`config.mk`:
```
export PLATFORM = sky130hd
export DESIGN_NAME = sram_bus_ctl
export DESIGN_NICKNAME = d
export VERILOG_FILES = /design/src/rtl/sram_bus_pkg.sv /design/src/rtl/sram_wake_timer.sv /design/src/rtl/sram_die_decode.sv /design/src/rtl/sram_bus_ctl.sv
export SDC_FILE = /design/constraint.sdc
export NUM_CORES = 1
export LEC_CHECK = 0
export ABC_AREA = 1
export BUFFER_PORTS_ARGS = -buffer_cell sky130_fd_sc_hd__buf_4
export CAP_MARGIN = 20
export CORE_MARGIN = 2
export CORE_UTILIZATION = 52
export CTS_CLUSTER_SIZE = 16
export DETAILED_ROUTE_END_ITERATION = 7
export PLACE_DENSITY = 0.95
export SYNTH_ARGS = -nofsm -noshare
export SYNTH_HDL_FRONTEND = slang
export SYNTH_SLANG_ARGS = --single-unit
```
`constraint.sdc`:
```
create_clock -name clk -period 4.8 [get_ports clk]
set_clock_uncertainty 0.05 [all_clocks]
set_input_delay 0.72 -clock clk [delete_from_list [all_inputs] [get_ports clk]]
set_output_delay 0.72 -clock clk [all_outputs]
set_load 0.005 [all_outputs]
```
`src/rtl/sram_bus_pkg.sv`:
```
`timescale 1ns/1ps
// Shared types and helpers for the asynchronous SRAM bus controller.
// Assumes timing figures are given as whole nanoseconds.
package sram_bus_pkg;

    typedef enum logic [2:0] {
        ST_WAKE,   // wake-up hold-off after reset
        ST_IDLE,   // waiting for a host request
        ST_TURN,   // bus turnaround before a read that follows a write
        ST_ADDR,   // address presented, enables still high
        ST_READ,   // die enabled with outputs on
        ST_WLOW,   // write strobe low
        ST_WHOLD   // data held after the strobe rises
    } ctl_state_e;

    // Turn a nanosecond minimum into a clock count, rounding up, at least one.
    function automatic int unsigned ns_to_cyc(input int unsigned ns, input int unsigned clk_ns);
        int unsigned c;
        c = (ns + clk_ns - 1) / clk_ns;
        if (c == 0) c = 1;
        return c;
    endfunction

    function automatic int unsigned max2(input int unsigned a, input int unsigned b);
        return (a > b) ? a : b;
    endfunction

endpackage

```
`src/rtl/sram_wake_timer.sv`:
```
`timescale 1ns/1ps
// Wake-up hold-off: counts clock cycles after reset release and raises
// wake_done once LIMIT cycles have elapsed. Assumes LIMIT >= 1.
module sram_wake_timer #(
    parameter int unsigned LIMIT = 20_000_000
) (
    input  logic clk,
    input  logic rst_n,
    output logic wake_done
);
    localparam int unsigned CW = $clog2(LIMIT + 1);
    localparam logic [CW-1:0] LAST = CW'(LIMIT);

    logic [CW-1:0] cnt_q;

    // Count up to the limit and stop there.
    always_ff @(posedge clk) begin
        if (!rst_n)            cnt_q <= '0;
        else if (cnt_q != LAST) cnt_q <= cnt_q + 1'b1;
    end

    assign wake_done = (cnt_q == LAST);
endmodule

```
`src/rtl/sram_die_decode.sv`:
```
`timescale 1ns/1ps
// Die-enable decoder: turns a die index into active-low one-hot enables,
// all high when en is low. An index beyond DIES selects nothing.
module sram_die_decode #(
    parameter int unsigned DIES  = 8,
    parameter int unsigned DIE_W = 3
) (
    input  logic             clk,
    input  logic             rst_n,
    input  logic             en,
    input  logic [DIE_W-1:0] sel,
    output logic [DIES-1:0]  die_n
);
    // One comparator per die enable.
    for (genvar g = 0; g < DIES; g++) begin : g_die
        assign die_n[g] = !(en && (sel == DIE_W'(g)));
    end

    // never more than one die enabled
    a_r2_one_die: assert property (@(posedge clk) disable iff (!rst_n)
        $onehot0(~die_n));
endmodule

```
`src/rtl/sram_bus_ctl.sv`:
```
`timescale 1ns/1ps
// Synchronous controller for a multi-die asynchronous SRAM. It takes one
// host request at a time and sequences address, die enable, write strobe,
// output enable and the data driver so that every memory timing minimum
// holds as a whole number of clock cycles. Assumes CLK_NS is the true clock
// period and that mem_dq_in is already synchronous to clk where sampled.
module sram_bus_ctl
    import sram_bus_pkg::*;
#(
    parameter int unsigned ADDR_W    = 19,
    parameter int unsigned DATA_W    = 39,
    parameter int unsigned DIES      = 8,
    parameter int unsigned CLK_NS    = 5,
    parameter int unsigned WAKE_NS   = 100_000_000,
    parameter int unsigned T_ACC_NS  = 20,
    parameter int unsigned T_RCYC_NS = 20,
    parameter int unsigned T_WCYC_NS = 10,
    parameter int unsigned T_WPW_NS  = 8,
    parameter int unsigned T_DSU_NS  = 5,
    parameter int unsigned T_DHD_NS  = 2,
    parameter int unsigned T_WOFF_NS = 7,
    parameter int unsigned T_WGAP_NS = 1,
    parameter int unsigned DIE_W     = $clog2(DIES)
) (
    input  logic              clk,
    input  logic              rst_n,
    input  logic              host_req_valid,
    output logic              host_req_ready,
    input  logic              host_req_write,
    input  logic [ADDR_W-1:0] host_req_addr,
    input  logic [DIE_W-1:0]  host_req_die,
    input  logic [DATA_W-1:0] host_req_wdata,
    output logic              host_rsp_valid,
    output logic [DATA_W-1:0] host_rsp_rdata,
    output logic [ADDR_W-1:0] mem_addr,
    output logic [DIES-1:0]   mem_die_n,
    output logic              mem_we_n,
    output logic              mem_oe_n,
    input  logic [DATA_W-1:0] mem_dq_in,
    output logic [DATA_W-1:0] mem_dq_out,
    output logic              mem_dq_oe
);
    // Cycle budgets derived from the nanosecond minimums.
    localparam int unsigned WAKE_CYC = ns_to_cyc(WAKE_NS, CLK_NS);
    localparam int unsigned RD_CYC   = max2(ns_to_cyc(T_ACC_NS, CLK_NS), ns_to_cyc(T_RCYC_NS, CLK_NS));
    localparam int unsigned OFF_CYC  = ns_to_cyc(T_WOFF_NS, CLK_NS);
    localparam int unsigned WL_CYC   = max2(max2(ns_to_cyc(T_WPW_NS, CLK_NS), ns_to_cyc(T_WCYC_NS, CLK_NS)),
                                            OFF_CYC + ns_to_cyc(T_DSU_NS, CLK_NS));
    localparam int unsigned HD_CYC   = max2(ns_to_cyc(T_DHD_NS, CLK_NS), ns_to_cyc(T_WGAP_NS, CLK_NS));
    localparam int unsigned CNT_W    = $clog2(max2(max2(RD_CYC, WL_CYC), HD_CYC) + 1);
    localparam logic [CNT_W-1:0] RD_LAST = CNT_W'(RD_CYC - 1);
    localparam logic [CNT_W-1:0] WL_LAST = CNT_W'(WL_CYC - 1);
    localparam logic [CNT_W-1:0] HD_LAST = CNT_W'(HD_CYC - 1);
    localparam logic [CNT_W-1:0] OFF_LIM = CNT_W'(OFF_CYC);

    ctl_state_e        state_q;
    logic [CNT_W-1:0]  cnt_q;
    logic [ADDR_W-1:0] addr_q;
    logic [DIE_W-1:0]  die_q;
    logic [DATA_W-1:0] wdata_q;
    logic              is_wr_q;
    logic              after_wr_q;
    logic              rsp_q;
    logic [DATA_W-1:0] rdata_q;
    logic              wake_done;
    logic              die_on;
    logic              take;

    sram_wake_timer #(.LIMIT(WAKE_CYC)) u_wake (
        .clk       (clk),
        .rst_n     (rst_n),
        .wake_done (wake_done)
    );

    assign die_on = (state_q == ST_READ) || (state_q == ST_WLOW);

    sram_die_decode #(.DIES(DIES), .DIE_W(DIE_W)) u_dec (
        .clk   (clk),
        .rst_n (rst_n),
        .en    (die_on),
        .sel   (die_q),
        .die_n (mem_die_n)
    );

    assign host_req_ready = (state_q == ST_IDLE);
    assign take           = host_req_valid && host_req_ready;

    // Strobe and data-driver decode from the registered phase.
    always_comb begin
        mem_addr       = addr_q;
        mem_dq_out     = wdata_q;
        mem_we_n       = (state_q != ST_WLOW);
        mem_oe_n       = (state_q != ST_READ);
        mem_dq_oe      = ((state_q == ST_WLOW) && (cnt_q >= OFF_LIM)) || (state_q == ST_WHOLD);
        host_rsp_valid = rsp_q;
        host_rsp_rdata = rdata_q;
    end

    // Access sequencer: phase, phase counter, request capture and response.
    always_ff @(posedge clk) begin
        if (!rst_n) begin
            state_q    <= ST_WAKE;
            cnt_q      <= '0;
            addr_q     <= '0;
            die_q      <= '0;
            wdata_q    <= '0;
            is_wr_q    <= 1'b0;
            after_wr_q <= 1'b0;
            rsp_q      <= 1'b0;
            rdata_q    <= '0;
        end else begin
            rsp_q <= 1'b0;
            cnt_q <= '0;
            case (state_q)
                ST_WAKE: if (wake_done) state_q <= ST_IDLE;
                ST_IDLE: begin
                    if (take) begin
                        addr_q  <= host_req_addr;
                        die_q   <= host_req_die;
                        wdata_q <= host_req_wdata;
                        is_wr_q <= host_req_write;
                        if (!host_req_write && after_wr_q) state_q <= ST_TURN;
                        else                               state_q <= ST_ADDR;
                        if (!host_req_write) after_wr_q <= 1'b0;
                    end
                end
                ST_TURN: state_q <= ST_ADDR;
                ST_ADDR: state_q <= is_wr_q ? ST_WLOW : ST_READ;
                ST_READ: begin
                    if (cnt_q == RD_LAST) begin
                        rdata_q <= mem_dq_in;
                        rsp_q   <= 1'b1;
                        state_q <= ST_IDLE;
                    end else begin
                        cnt_q <= cnt_q + 1'b1;
                    end
                end
                ST_WLOW: begin
                    if (cnt_q == WL_LAST) state_q <= ST_WHOLD;
                    else                  cnt_q   <= cnt_q + 1'b1;
                end
                ST_WHOLD: begin
                    if (cnt_q == HD_LAST) begin
                        after_wr_q <= 1'b1;
                        state_q    <= ST_IDLE;
                    end else begin
                        cnt_q <= cnt_q + 1'b1;
                    end
                end
                default: state_q <= ST_IDLE;
            endcase
        end
    end

    // Checker counters: lengths of the current read-enable and write-strobe runs.
    logic [7:0] rd_run_q, we_run_q;
    always_ff @(posedge clk) begin
        if (!rst_n) begin
            rd_run_q <= '0;
            we_run_q <= '0;
        end else begin
            rd_run_q <= (!mem_oe_n && mem_we_n && (mem_die_n != '1)) ? ((rd_run_q == 8'hFF) ? rd_run_q : rd_run_q + 1'b1) : '0;
            we_run_q <= !mem_we_n ? ((we_run_q == 8'hFF) ? we_run_q : we_run_q + 1'b1) : '0;
        end
    end

    // nothing moves before the wake-up interval has run out
    a_r1_quiet_wake: assert property (@(posedge clk) disable iff (!rst_n)
        !wake_done |-> (!host_req_ready && (mem_die_n == '1) && mem_we_n && mem_oe_n && !mem_dq_oe));

    // address unchanged on the cycle an enable falls and while it stays low
    a_r3_addr_stable: assert property (@(posedge clk) disable iff (!rst_n)
        (mem_die_n != '1) |-> $stable(mem_addr));

    // a response only after the full access window with outputs enabled
    a_r4_read_window: assert property (@(posedge clk) disable iff (!rst_n)
        $rose(host_rsp_valid) |-> (rd_run_q >= 8'(RD_CYC)));

    // write data not driven before the memory outputs have turned off
    a_r6_drive_late: assert property (@(posedge clk) disable iff (!rst_n)
        (mem_dq_oe && !mem_we_n) |-> (we_run_q >= 8'(OFF_CYC)));

    // outputs disabled whenever the write strobe is low
    a_r6_oe_off_in_write: assert property (@(posedge clk) disable iff (!rst_n)
        !mem_we_n |-> mem_oe_n);

    // never drive while the memory may be driving
    a_r7_no_contention: assert property (@(posedge clk) disable iff (!rst_n)
        mem_dq_oe |-> mem_oe_n);

    // ready only with every die idle
    a_r9_ready_idle: assert property (@(posedge clk) disable iff (!rst_n)
        host_req_ready |-> ((mem_die_n == '1) && !mem_dq_oe));

    // a response pulse follows only an output-enabled cycle
    a_r10_rsp_after_read: assert property (@(posedge clk) disable iff (!rst_n)
        host_rsp_valid |-> $past(!mem_oe_n));
endmodule

```
# Yosys cells after proc, flatten, opt, wreduce, memory -nomap -nowiden
# Cells that the tools add are included.
[word_totals] ff_bits=134 latchBits=0 ram_bits=0 rom_bits=0 out_inout_bits=110 wordCells=86 n_memories=0
[op_classes] addsub=2 mul=0 div_mod_pow=0 magnitude_cmp=1 n_eq_ne=25 shift=0 mux=17 n_bitwise=0 reduce_logical=31
[ops] op="$add 25x1->25 const B" n=1
[ops] op="$eq 25x25->1 const B" n=1
[ops] op="$ne 25x25->1 const B" n=1
[ops] op="$mux 3" n=8
[ops] op="$eq 3x3->1 const B" n=7
[ops] op="$pmux 3 s7" n=1
[ops] op="$eq 3x2->1 const B" n=6
[ops] op="$logic_and 1x1->1" n=11
[ops] op="$ne 2x1->1 const B" n=5
[ops] op="$logic_not 1->1" n=9
[ops] op="$logic_not 3->1" n=3
[ops] op="$pmux 3 s3" n=1
[ops] op="$eq 3x1->1 const B" n=2
[ops] op="$mux 1" n=6
[ops] op="$ne 3x3->1 const B" n=2
[ops] op="$reduce_and 2->1" n=3
[ops] op="$reduce_and 5->1" n=1
[ops] op="$reduce_and 4->1" n=1
[ops] op="$add 3x1->3 const B" n=1
[ops] op="$ge 3x2->1 const B" n=1
[ops] op="$logic_or 1x1->1" n=2
[ops] op="$ne 2x2->1 const B" n=1
[ops] op="$pmux 1 s2" n=1
[ops] op="$reduce_bool 2->1" n=1

# Logic depth before layout (Yosys ltp)
# Gate-level depths: netlist (run 1).
[logic_depth] ltp_word=5 mapped_depth=11 mapped_depth_nobuf=11

# Cells and area by module
# Synthesis (run 1) repeated with hierarchy kept, for this count alone.
[unflattened] hier_cells=762 hier_area_um2=5607.9
[modules_own_cells] mod="sram_bus_ctl" n_inst=1 cells_per_inst=518 area_per_inst_um2=4101.4
[modules_own_cells] mod="sram_wake_timer" n_inst=1 cells_per_inst=225 area_per_inst_um2=1432.6
[modules_own_cells] mod="sram_die_decode" n_inst=1 cells_per_inst=19 area_per_inst_um2=73.8

# Least setup slack after synthesis (run 1)
# OpenSTA, ideal clock, no wires.
[synth_path] kind="reg-to-output" start="register state_q[0]" end="output port mem_dq_oe" t_arrival_ns=0.911 required_time_ns=4.030 slack_ns=3.119 path_stages_with_launch=6 cell_sequence="dfxtp_1 -> buf_6 -> inv_1 -> nor2_1 -> nand2_1 -> o21ai_0"
[synth_via] elab_chain_cells=3
[synth_lines] element="from (decl)" line="sram_bus_ctl.sv:56" rtl="ctl_state_e state_q;"
[synth_lines] element="from (signal assigned)" line="sram_bus_ctl.sv:128" rtl="ST_ADDR: state_q <= is_wr_q ? ST_WLOW : ST_READ;"
[synth_lines] element="$eq 3x3->1" line="sram_bus_ctl.sv:94" rtl="mem_dq_oe = ((state_q == ST_WLOW) && (cnt_q >= OFF_LIM)) || (state_q == ST_WHOLD);"
[synth_lines] element="$logic_and 1x1->1" line="sram_bus_ctl.sv:94"
[synth_lines] element="$logic_or 1x1->1 *" line="sram_bus_ctl.sv:94"
[synth_lines] element="to (decl)" line="sram_bus_ctl.sv:41" rtl="output logic mem_dq_oe"
# Every way passes the cells marked *; elsewhere a longest branch is shown, timed or not.

# Worst setup path in the final report (run 1)
[layout_path] start="register state_q[2]" end="output port mem_oe_n"
[layout_via] elab_chain_cells=1
[layout_lines] element="$ne 3x3->1" line="sram_bus_ctl.sv:93" rtl="mem_oe_n = (state_q != ST_READ);"
[layout_lines] element="to (decl)" line="sram_bus_ctl.sv:38" rtl="output logic mem_oe_n,"
# No other way between the ends.

==> metrics.md, run 1 <==
| Metric | Value |
|---|---|
| YS warnings | 0 |
| 1st-iter DRT viols | 500 |
| Vias | 5,660 |
| Worst setup path class | reg -> out |
| Hold path startpoint | host_req_wdata[23] |
| Metal3 WL | 1220 microns |
| Reg-to-reg slack, setup | 2.46 ns |
| Synth top area cells | dfxtp_1 (49%), nor2_1 (11%), nand2_1 (6.7%), a21oi_1 (5.6%), nand3_1 (4.9%) |
| Critical Path Max Stage Delay | 0.63 ns |
| TritonCTS clock tree | done |
| Num Clock Sinks | 134 |
| Min-delay worst type | in -> reg |
| Final HPWL DP | 10,500 microns |
| P per Cell Area | 381 nW/um^2 |
| CTS max path bufs | 2 |
| Cell taking the most area after synthesis | dfxtp_1 |
| Final Hold Fails | 0 |
| Met1 WL | 6280 microns |
| Vias per cell | 5.29 |
| Most frequent cells in the layout | buf_4 (218), nor2_1 (164), dfxtp_1 (134) |
| Worst Max-Slew Pin Slew | 0.977 ns |
| Area Overhead vs Synth | 40.0% |
| Ratio of final minimum period to clock period | 56.7% |
| Post-synth EDFFs | 0 |
| Area of the multi-input gates | 2380 sq um |
| Clk slew on worst S/H paths | 0.06 ns |
| Setup TNS | 0 ns |
| Max transition margin | 34.8% |
| Final core occ | 74.3% |
| Place WS | 2.15 ns |
| Setup violations, final | 0 |
| CP endpoint kind | output pin |
| Placed cell count | 1,037 |
| DRT Pass-1 Iters | 8 |
| Vias in the first global route | 5,591 |
| Non-filler cells, final | 1,069 |
| Total track usage | 28.9% |
| Initial antenna violation count | 0 |
| Largest net degree at the start of global routing | 84 |
| H-tree depth | 4 |
| Syn Area/Cell | 7.54 sq um |
| Antenna cells | 0 |
| Avg WL per Cell | 15.6 microns |
| Maximum VDD drop | 0.278 mV |
| Routed wire length | 16,700 microns |
| First-pass GRT wire length | 26,200 microns |
| Register area share after synthesis | 49.1% |
| Commonest non-fill, non-tap cell in the layout | buf_4 |
| Outcome | finished clean |
| Yosys cell types | 30 |
| Crit path max fanout | 22 |
| Core Region | 10,300 sq um |
| Post-cts sizing count | 0 |
| Fin nets | 1,031 |
| Syn Inst Count | 724 |
| Hold path depth | 3 |
| Slowest cell on the critical path | dfxtp_1 |
| CP arrival | 1.95 ns |
| Root Driver | clkbuf_8 |
| DR top layer | met4 |
| Ports | 214 |
| Async set-or-reset flop fraction in the synthesized netlist | 0% |
| Final Slew Violations | 0 |
| Setup ws final | 2.08 ns |
| Top_reg_cell synth | dfxtp_1 |
| Seq. cell area | 2680 sq um |
| Met2 wire len | 8640 microns |
| Die X-Extent | 106 microns |
| Rows | 37 |
| Hold EP | mem_dq_out[23] |
| Reg-to-Reg Start | state_q[2] |
| # DRC | 0 |
| Worst-path cell chain | nand2_4 -> nor2_4 -> inv_1 -> buf_4 |
| Leakage | 3.24 nW |
| Die height | 106 microns |
| WP data required | 4.03 ns |
| Clk Latency, worst-skew pair | 0.52 ns |
| Cells on worst reg2reg path | 7 |
| Max cap viols | 0 |
| CTS Buf Count | 17 |
| Fillers | 704 |
| Postcts setup bufs | 0 |
| Final Wtd Congestion | 0.834 |
| RSZ-0062 raised after global routing | no |
| Syn Std Cell Area | 5460 sq um |
| Initial Util | 53.1% |
| Synth top area share | 49.1% |
| Port Buffers | 213 |
| Final min period | 2.72 ns |
| Flops & latches, synth | 134 |
| Die ar. | 11,300 sq um |
| R2r endpoint | host_rsp_rdata[32] |
| Final ANT Viol Nets | 0 |
| Syn Nets | 835 |
| CTS Hold Bufs | 0 |
| Max Fclk | 0.367 GHz |
| Share of cells above drive strength 1 | 29.9% |
| CP startpoint kind | flop |
| GRT overflow | 0 |
## cell type report
class	instances	area share, %
well taps	136	2.23
inverters	45	2.21
flip-flops and latches	134	35.1
clock buffers	18	5.47
repair buffers	218	21.4
clock inverters	14	2.46
multi-input cells	504	31.1
## synth_stat cells, types with 2 or more instances
library cell / number
ha_1: 7
buf_4: 2
nand2_1: 97
dfxtp_1: 134
nand3_2: 3
nor3_2: 3
nor3_1: 8
o21ai_1: 40
xor2_1: 3
inv_2: 4
inv_1: 40
o21ai_0: 38
nand3_1: 53
nand2_2: 5
nand4_1: 5
nand2_4: 2
clkbuf_1: 18
buf_2: 13
nor2_4: 5
buf_6: 7
a21oi_1: 61
nor2_1: 164
nor2_2: 5
## critical path, delay by kind of cell (launching register included)
kind / cells / cell delay [ns]
simple gates: 2 / 0.57
flops: 1 / 0.63
buf+inv: 2 / 0.23
## state kept, by name, indices dropped and copies added (netlist names)
name and cells:
host_rsp_rdata 39, die_q 3, u_wake.cnt_q 25, mem_addr 19, is_wr_q 1, state_q 3
cnt_q 3, mem_dq_out 39, after_wr_q 1, host_rsp_valid 1
## layer usage
metal  GRT usage, %  up-vias
li1               -     2737
met1           31.2     2626
met2           52.1      240
met3           8.40       57
met4           13.0        0
met5              0        -
## stage by stage
| step | hold slack, ns | power, mW | instance area [sq um] |
|---|---|---|---|
| 6_report | 0.382 | 2.91 | 7640 |
| 5_1_grt | 0.392 | 3.00 | 7640 |
| 4_1_cts | 0.381 | 2.91 | 7640 |
| 3_5_place_dp | 0.402 | 1.58 | 7040 |
| 3_3_place_gp | 0.398 | 1.57 | 7040 |
| 2_1_floorplan | 0.389 | 1.41 | 5460 |
## where the power goes
group / internal, mW / switching (mW)
clock: 0.807 / 0.532
sequential: 1.18 / 0.0401
combinational: 0.179 / 0.176
## worst max path at each step
| stage | startpoint | end | slack (ns) | cells after the start |
|---|---|---|---|---|
| 2_1_floorplan | state_q[0] | mem_dq_oe | 3.12 | 5 |
| 3_3_place_gp | rst_n | cnt_q[0] | 2.20 | 8 |
| 3_5_place_dp | rst_n | cnt_q[0] | 2.15 | 8 |
| 4_1_cts | state_q[2] | mem_oe_n | 2.11 | 4 |
| 5_1_grt | state_q[0] | mem_dq_oe | 2.03 | 5 |
| 6_report | state_q[2] | mem_oe_n | 2.08 | 4 |
## cells by family after synthesis
logic type	synth area share [%]
xor+xnor	0.481
compound gates	12.9
fa+ha+maj	1.60
simple gates	28.6
flops	49.1
buf+inv	7.31
No activity file was read; power rests on OpenSTA's default activity.
==> inputs of run 2 (changes only) <==
--- a/config.mk
+++ b/config.mk
@@ -9,10 +9,10 @@
 export BUFFER_PORTS_ARGS = -buffer_cell sky130_fd_sc_hd__buf_4
 export CAP_MARGIN = 20
 export CORE_MARGIN = 2
-export CORE_UTILIZATION = 52
+export CORE_UTILIZATION = 44
 export CTS_CLUSTER_SIZE = 16
 export DETAILED_ROUTE_END_ITERATION = 7
-export PLACE_DENSITY = 0.95
+export PLACE_DENSITY = 0.86
 export SYNTH_ARGS = -nofsm -noshare
 export SYNTH_HDL_FRONTEND = slang
 export SYNTH_SLANG_ARGS = --single-unit
==> constraint.sdc (replaced) <==
create_clock -name clk -period 2.2 [get_ports clk]
set_clock_uncertainty 0.05 [all_clocks]
set_input_delay 0.33 -clock clk [delete_from_list [all_inputs] [get_ports clk]]
set_output_delay 0.33 -clock clk [all_outputs]
set_load 0.005 [all_outputs]
==> run 2 against run 1 <==
Net effect:
- combinational power rose by 120%
- design area is 1.6% higher
- clock power is 100% higher
- critical path type unchanged
- largest cell class unchanged
==> metrics.md, run 2 (synthesis results as in run 1) <==
| Metric | Value |
|---|---|
| Antenna cells | 0 |
| CP arrival | 1.63 ns |
| Postcts setup bufs | 0 |
| Die X-Extent | 115 microns |
| Fillers | 979 |
| Largest net degree at the start of global routing | 51 |
| Final ANT Viol Nets | 0 |
| Commonest non-fill, non-tap cell in the layout | buf_4 |
| WP data required | 1.82 ns |
| Vias | 5,591 |
| Routed wire length | 15,300 microns |
| TritonCTS clock tree | done |
| Final min period | 2.01 ns |
| Hold path startpoint | host_req_wdata[27] |
| Clk slew on worst S/H paths | 0.06 ns |
| Area of placed instances | 7200 sq um |
| Ratio of final minimum period to clock period | 91.3% |
| Fin nets | 1,041 |
| DRT Pass-1 Iters | 6 |
| Port Buffers | 213 |
| GRT overflow | 0 |
| Final Wtd Congestion | 0.845 |
| Root Driver | clkbuf_16 |
| Clk Latency, worst-skew pair | 0.41 ns |
| Die ar. | 13,300 sq um |
| Avg WL per Cell | 13.8 microns |
| Die height | 115 microns |
| Share of cells above drive strength 1 | 30.6% |
| CP startpoint kind | flop |
| Initial antenna violation count | 0 |
| Ports | 214 |
| Most frequent cells in the layout | buf_4 (224), nor2_1 (164), dfxtp_1 (133) |
| RSZ-0062 raised after global routing | no |
| Place WS | 0.476 ns |
| Core Region | 12,100 sq um |
| CTS max path bufs | 2 |
| P per Cell Area | 791 nW/um^2 |
| Area Overhead vs Synth | 42.2% |
| Final Slew Violations | 0 |
| Worst Max-Slew Pin Slew | 0.503 ns |
| # DRC | 0 |
| Reg-to-Reg Start | state_q[1] |
| Leakage | 3.30 nW |
| Placed cell count | 1,079 |
| Min-delay worst type | in -> reg |
| Vias in the first global route | 5,201 |
| Setup TNS | 0 ns |
| CTS Hold Bufs | 0 |
| Num Clock Sinks | 134 |
| Maximum VDD drop | 0.566 mV |
| Initial Util | 45.3% |
| Setup ws final | 0.192 ns |
| Crit path max fanout | 4 |
| H-tree depth | 4 |
| Final core occ | 64.4% |
| Setup violations, final | 0 |
| Outcome | finished clean |
| Post-cts sizing count | 0 |
| CTS Buf Count | 17 |
| First-pass GRT wire length | 24,100 microns |
| Worst setup path class | reg -> out |
| Final instance area | 7760 sq um |
| Vias per cell | 5.04 |
| Rows | 40 |
| Final Hold Fails | 0 |
| Max transition margin | 66.5% |
| Max Fclk | 0.498 GHz |
| Power, Total | 6.14 mW |
| CP endpoint kind | output pin |
| Fin Hold WS | 0.108 ns |
| Final HPWL DP | 11,000 microns |
| 1st-iter DRT viols | 486 |
| Non-filler cells, final | 1,109 |
| Total track usage | 22.7% |
| Max cap viols | 0 |
| Critical Path Source | state_q[1] |
[run 2: layout make-up]
class | count | area [sq um] | area share [%]
inverters | 45 | 169 | 2.18
flip-flops and latches | 134 | 2680 | 34.6
repair buffers | 228 | 1760 | 22.7
well taps | 168 | 210 | 2.71
clock inverters | 10 | 106 | 1.37
clock buffers | 20 | 457 | 5.88
multi-input cells | 504 | 2380 | 30.6
[run 2: worst paths after layout]
path                        end  slack [ns]  depth (start not counted)
max reg2reg          state_q[0]        0.41                         10
max                mem_die_n[7]        0.19                          5
min              mem_dq_out[27]        0.11                          3
min reg2reg  host_rsp_rdata[21]        0.41                          2
[run 2: power breakdown]
group	switching, mW	leakage, nW	total [mW]	internal, mW
combinational	0.375	1.93	0.785	0.410
clock	1.00	0.281	2.70	1.70
sequential	0.0835	1.08	2.65	2.57
total	1.46	3.30	6.14	4.68
[run 2: metal layers]
metal | up-vias | GRT usage, % | wire length, microns
met5 | - | 0 | 0
met4 | 0 | 11.2 | 567
met3 | 50 | 4.90 | 948
met2 | 215 | 39.6 | 7810
met1 | 2570 | 26.3 | 6020
li1 | 2756 | - | -
[run 2: worst max-delay path, cell delays in order (launching register included)]
cell	delay, ns
dfxtp_1	0.34
inv_2	0.12
nand2_4	0.08
nor2_1	0.35
nand2_1	0.16
buf_4	0.17
==> inputs of run 3 (changes only) <==
--- a/config.mk
+++ b/config.mk
@@ -8,6 +8,7 @@
 export ABC_AREA = 1
 export BUFFER_PORTS_ARGS = -buffer_cell sky130_fd_sc_hd__buf_4
 export CAP_MARGIN = 20
+export CORE_ASPECT_RATIO = 1.4
 export CORE_MARGIN = 2
 export CORE_UTILIZATION = 44
 export CTS_CLUSTER_SIZE = 16
==> run 3 against run 2 <==
Net effect:
- sequential cell count stayed put
- worst hold slack worse by 0.0055 ns
- first-iteration DRC count is 33% lower
- core utilization is 1.2 points lower
- largest power group unchanged
- critical endpoint is now mem_oe_n
- non-clock buffer count is 4 lower
- fmax is 3.7% lower
- combinational power is 1% lower
==> metrics.md, run 3 (synthesis results as in run 1) <==
| Metric | Value |
|---|---|
| Final HPWL DP | 10,300 microns |
| Postcts setup bufs | 0 |
| Most used cell, CP | buf_4 |
| Critical Path Max Stage Delay | 0.59 ns |
| Port Buffers | 213 |
| Final Wtd Congestion | 0.853 |
| Area Overhead vs Synth | 41.7% |
| WP data required | 1.82 ns |
| Final core occ | 63.2% |
| CP endpoint kind | output pin |
| Final Slew Violations | 0 |
| CTS max path bufs | 2 |
| 1st-iter DRT viols | 324 |
| Crit path max fanout | 14 |
| Die X-Extent | 98.1 microns |
| Leakage | 3.28 nW |
| Clk slew on worst S/H paths | 0.06 ns |
| Ports | 214 |
| GRT overflow | 0 |
| Setup violations, final | 0 |
| Fin nets | 1,037 |
| Worst setup path class | reg -> out |
| Largest net degree at the start of global routing | 47 |
| Max cap viols | 0 |
| Root Driver | clkbuf_16 |
| First-pass GRT wire length | 23,900 microns |
| Slowest cell on the critical path | dfxtp_1 |
| Max Fclk | 0.479 GHz |
| CP arrival | 1.71 ns |
| Rows | 48 |
| CTS Buf Count | 17 |
| Die height | 136 microns |
| Vias per cell | 5.01 |
| Clk Latency, worst-skew pair | 0.41 ns |
| Share of cells above drive strength 1 | 30.4% |
| P per Cell Area | 821 nW/um^2 |
| Initial antenna violation count | 0 |
| DRT Pass-1 Iters | 6 |
| RSZ-0062 raised after global routing | no |
| Total track usage | 21.9% |
| Setup ws final | 0.113 ns |
| Maximum VDD drop | 0.602 mV |
| Place WS | 0.552 ns |
| Worst-path cell chain | nand2_4 -> nor2_4 -> buf_4 -> inv_1 -> buf_4 |
| Initial Util | 44.6% |
| Min-delay worst type | in -> reg |
| Final ANT Viol Nets | 0 |
| Worst Max-Slew Pin Slew | 0.442 ns |
| Routed wire length | 14,900 microns |
| # DRC | 0 |
| Max transition margin | 70.5% |
| Vias in the first global route | 5,023 |
| Antenna cells | 0 |
| Vias | 5,451 |
| Ratio of final minimum period to clock period | 94.8% |
| Num Clock Sinks | 134 |
| Power, Total | 6.35 mW |
| TritonCTS clock tree | done |
| H-tree depth | 4 |
| Final min period | 2.09 ns |
| Non-filler cells, final | 1,089 |
| Commonest non-fill, non-tap cell in the layout | buf_4 |
| Core Region | 12,300 sq um |
| Die ar. | 13,300 sq um |
| Outcome | finished clean |
| Final Hold Fails | 0 |
| CP startpoint kind | flop |
| Avg WL per Cell | 13.7 microns |
| Placed cell count | 1,057 |
| Setup TNS | 0 ns |
| Most frequent cells in the layout | buf_4 (222), nor2_1 (164), dfxtp_1 (133) |
| CTS Hold Bufs | 0 |
==> run 3: changes by cell type in the layout (fill, tap and decap cells not counted), sizes merged <==
cell / before / now
buf: 228 / 224
bufinv: 2 / 3
clkinv: 8 / 3
clkinvlp: 1 / 2
inv: 44 / 49
==> run 3: worst max-delay path: cells and delay by family, from the launching register on <==
family,cells,cell delay [ns]
DFF,1,0.59
buffers and inverters,3,0.40
and+or+nand+nor,2,0.30
==> run 3: per-layer routing <==
metal  GRT usage, %  part of all wire, %  up-vias
li1               -                    -     2748
met1           25.1                   40     2494
met2           39.1                   52      181
met3           5.37                  5.9       28
met4           8.83                  2.8        0
met5              0                    0        -
==> run 3: path summary, 6_finish.rpt <==
kind | startpoint | endpoint | slack [ns] | cells after the start
hold / removal | host_req_addr[2] | mem_addr[2] | 0.10 | 3
setup / recovery | state_q[2] | mem_oe_n | 0.11 | 5
setup reg to reg | u_wake.cnt_q[0] | u_wake.cnt_q[18] | 0.55 | 10
hold reg to reg | host_rsp_rdata[32] | host_rsp_rdata[32] | 0.41 | 2
==> run 3: repair_timing <==
| item | in CTS | in global routing |
|---|---|---|
| endpoints found under the setup margin | 0 | 1 |
| endpoints found under the hold margin | 0 | 0 |
| gates resized for setup | 0 | 1 |
==> run 3: final cells by class <==
type / instances / area [sq um]
fill: 988 / 4510
sequential: 134 / 2680
multi-input combinational: 504 / 2380
timing repair buffer: 224 / 1710
clock buffer: 20 / 447
tap: 150 / 188
inverter: 45 / 169
clock inverter: 12 / 166
==> run 3: through the flow <==
step	area (sq um)	hold WS, ns
2_1_floorplan	5460	0.389
3_3_place_gp	7120	0.396
3_5_place_dp	7120	0.402
4_1_cts	7740	0.0917
5_1_grt	7740	0.0956
6_report	7740	0.102
==> run 3: where the power goes <==
part | total (mW) | switching [mW] | internal (mW)
logic | 0.774 | 0.372 | 0.403
registers | 2.65 | 0.0834 | 2.57
clock network | 2.93 | 1.09 | 1.83
total | 6.35 | 1.55 | 4.80
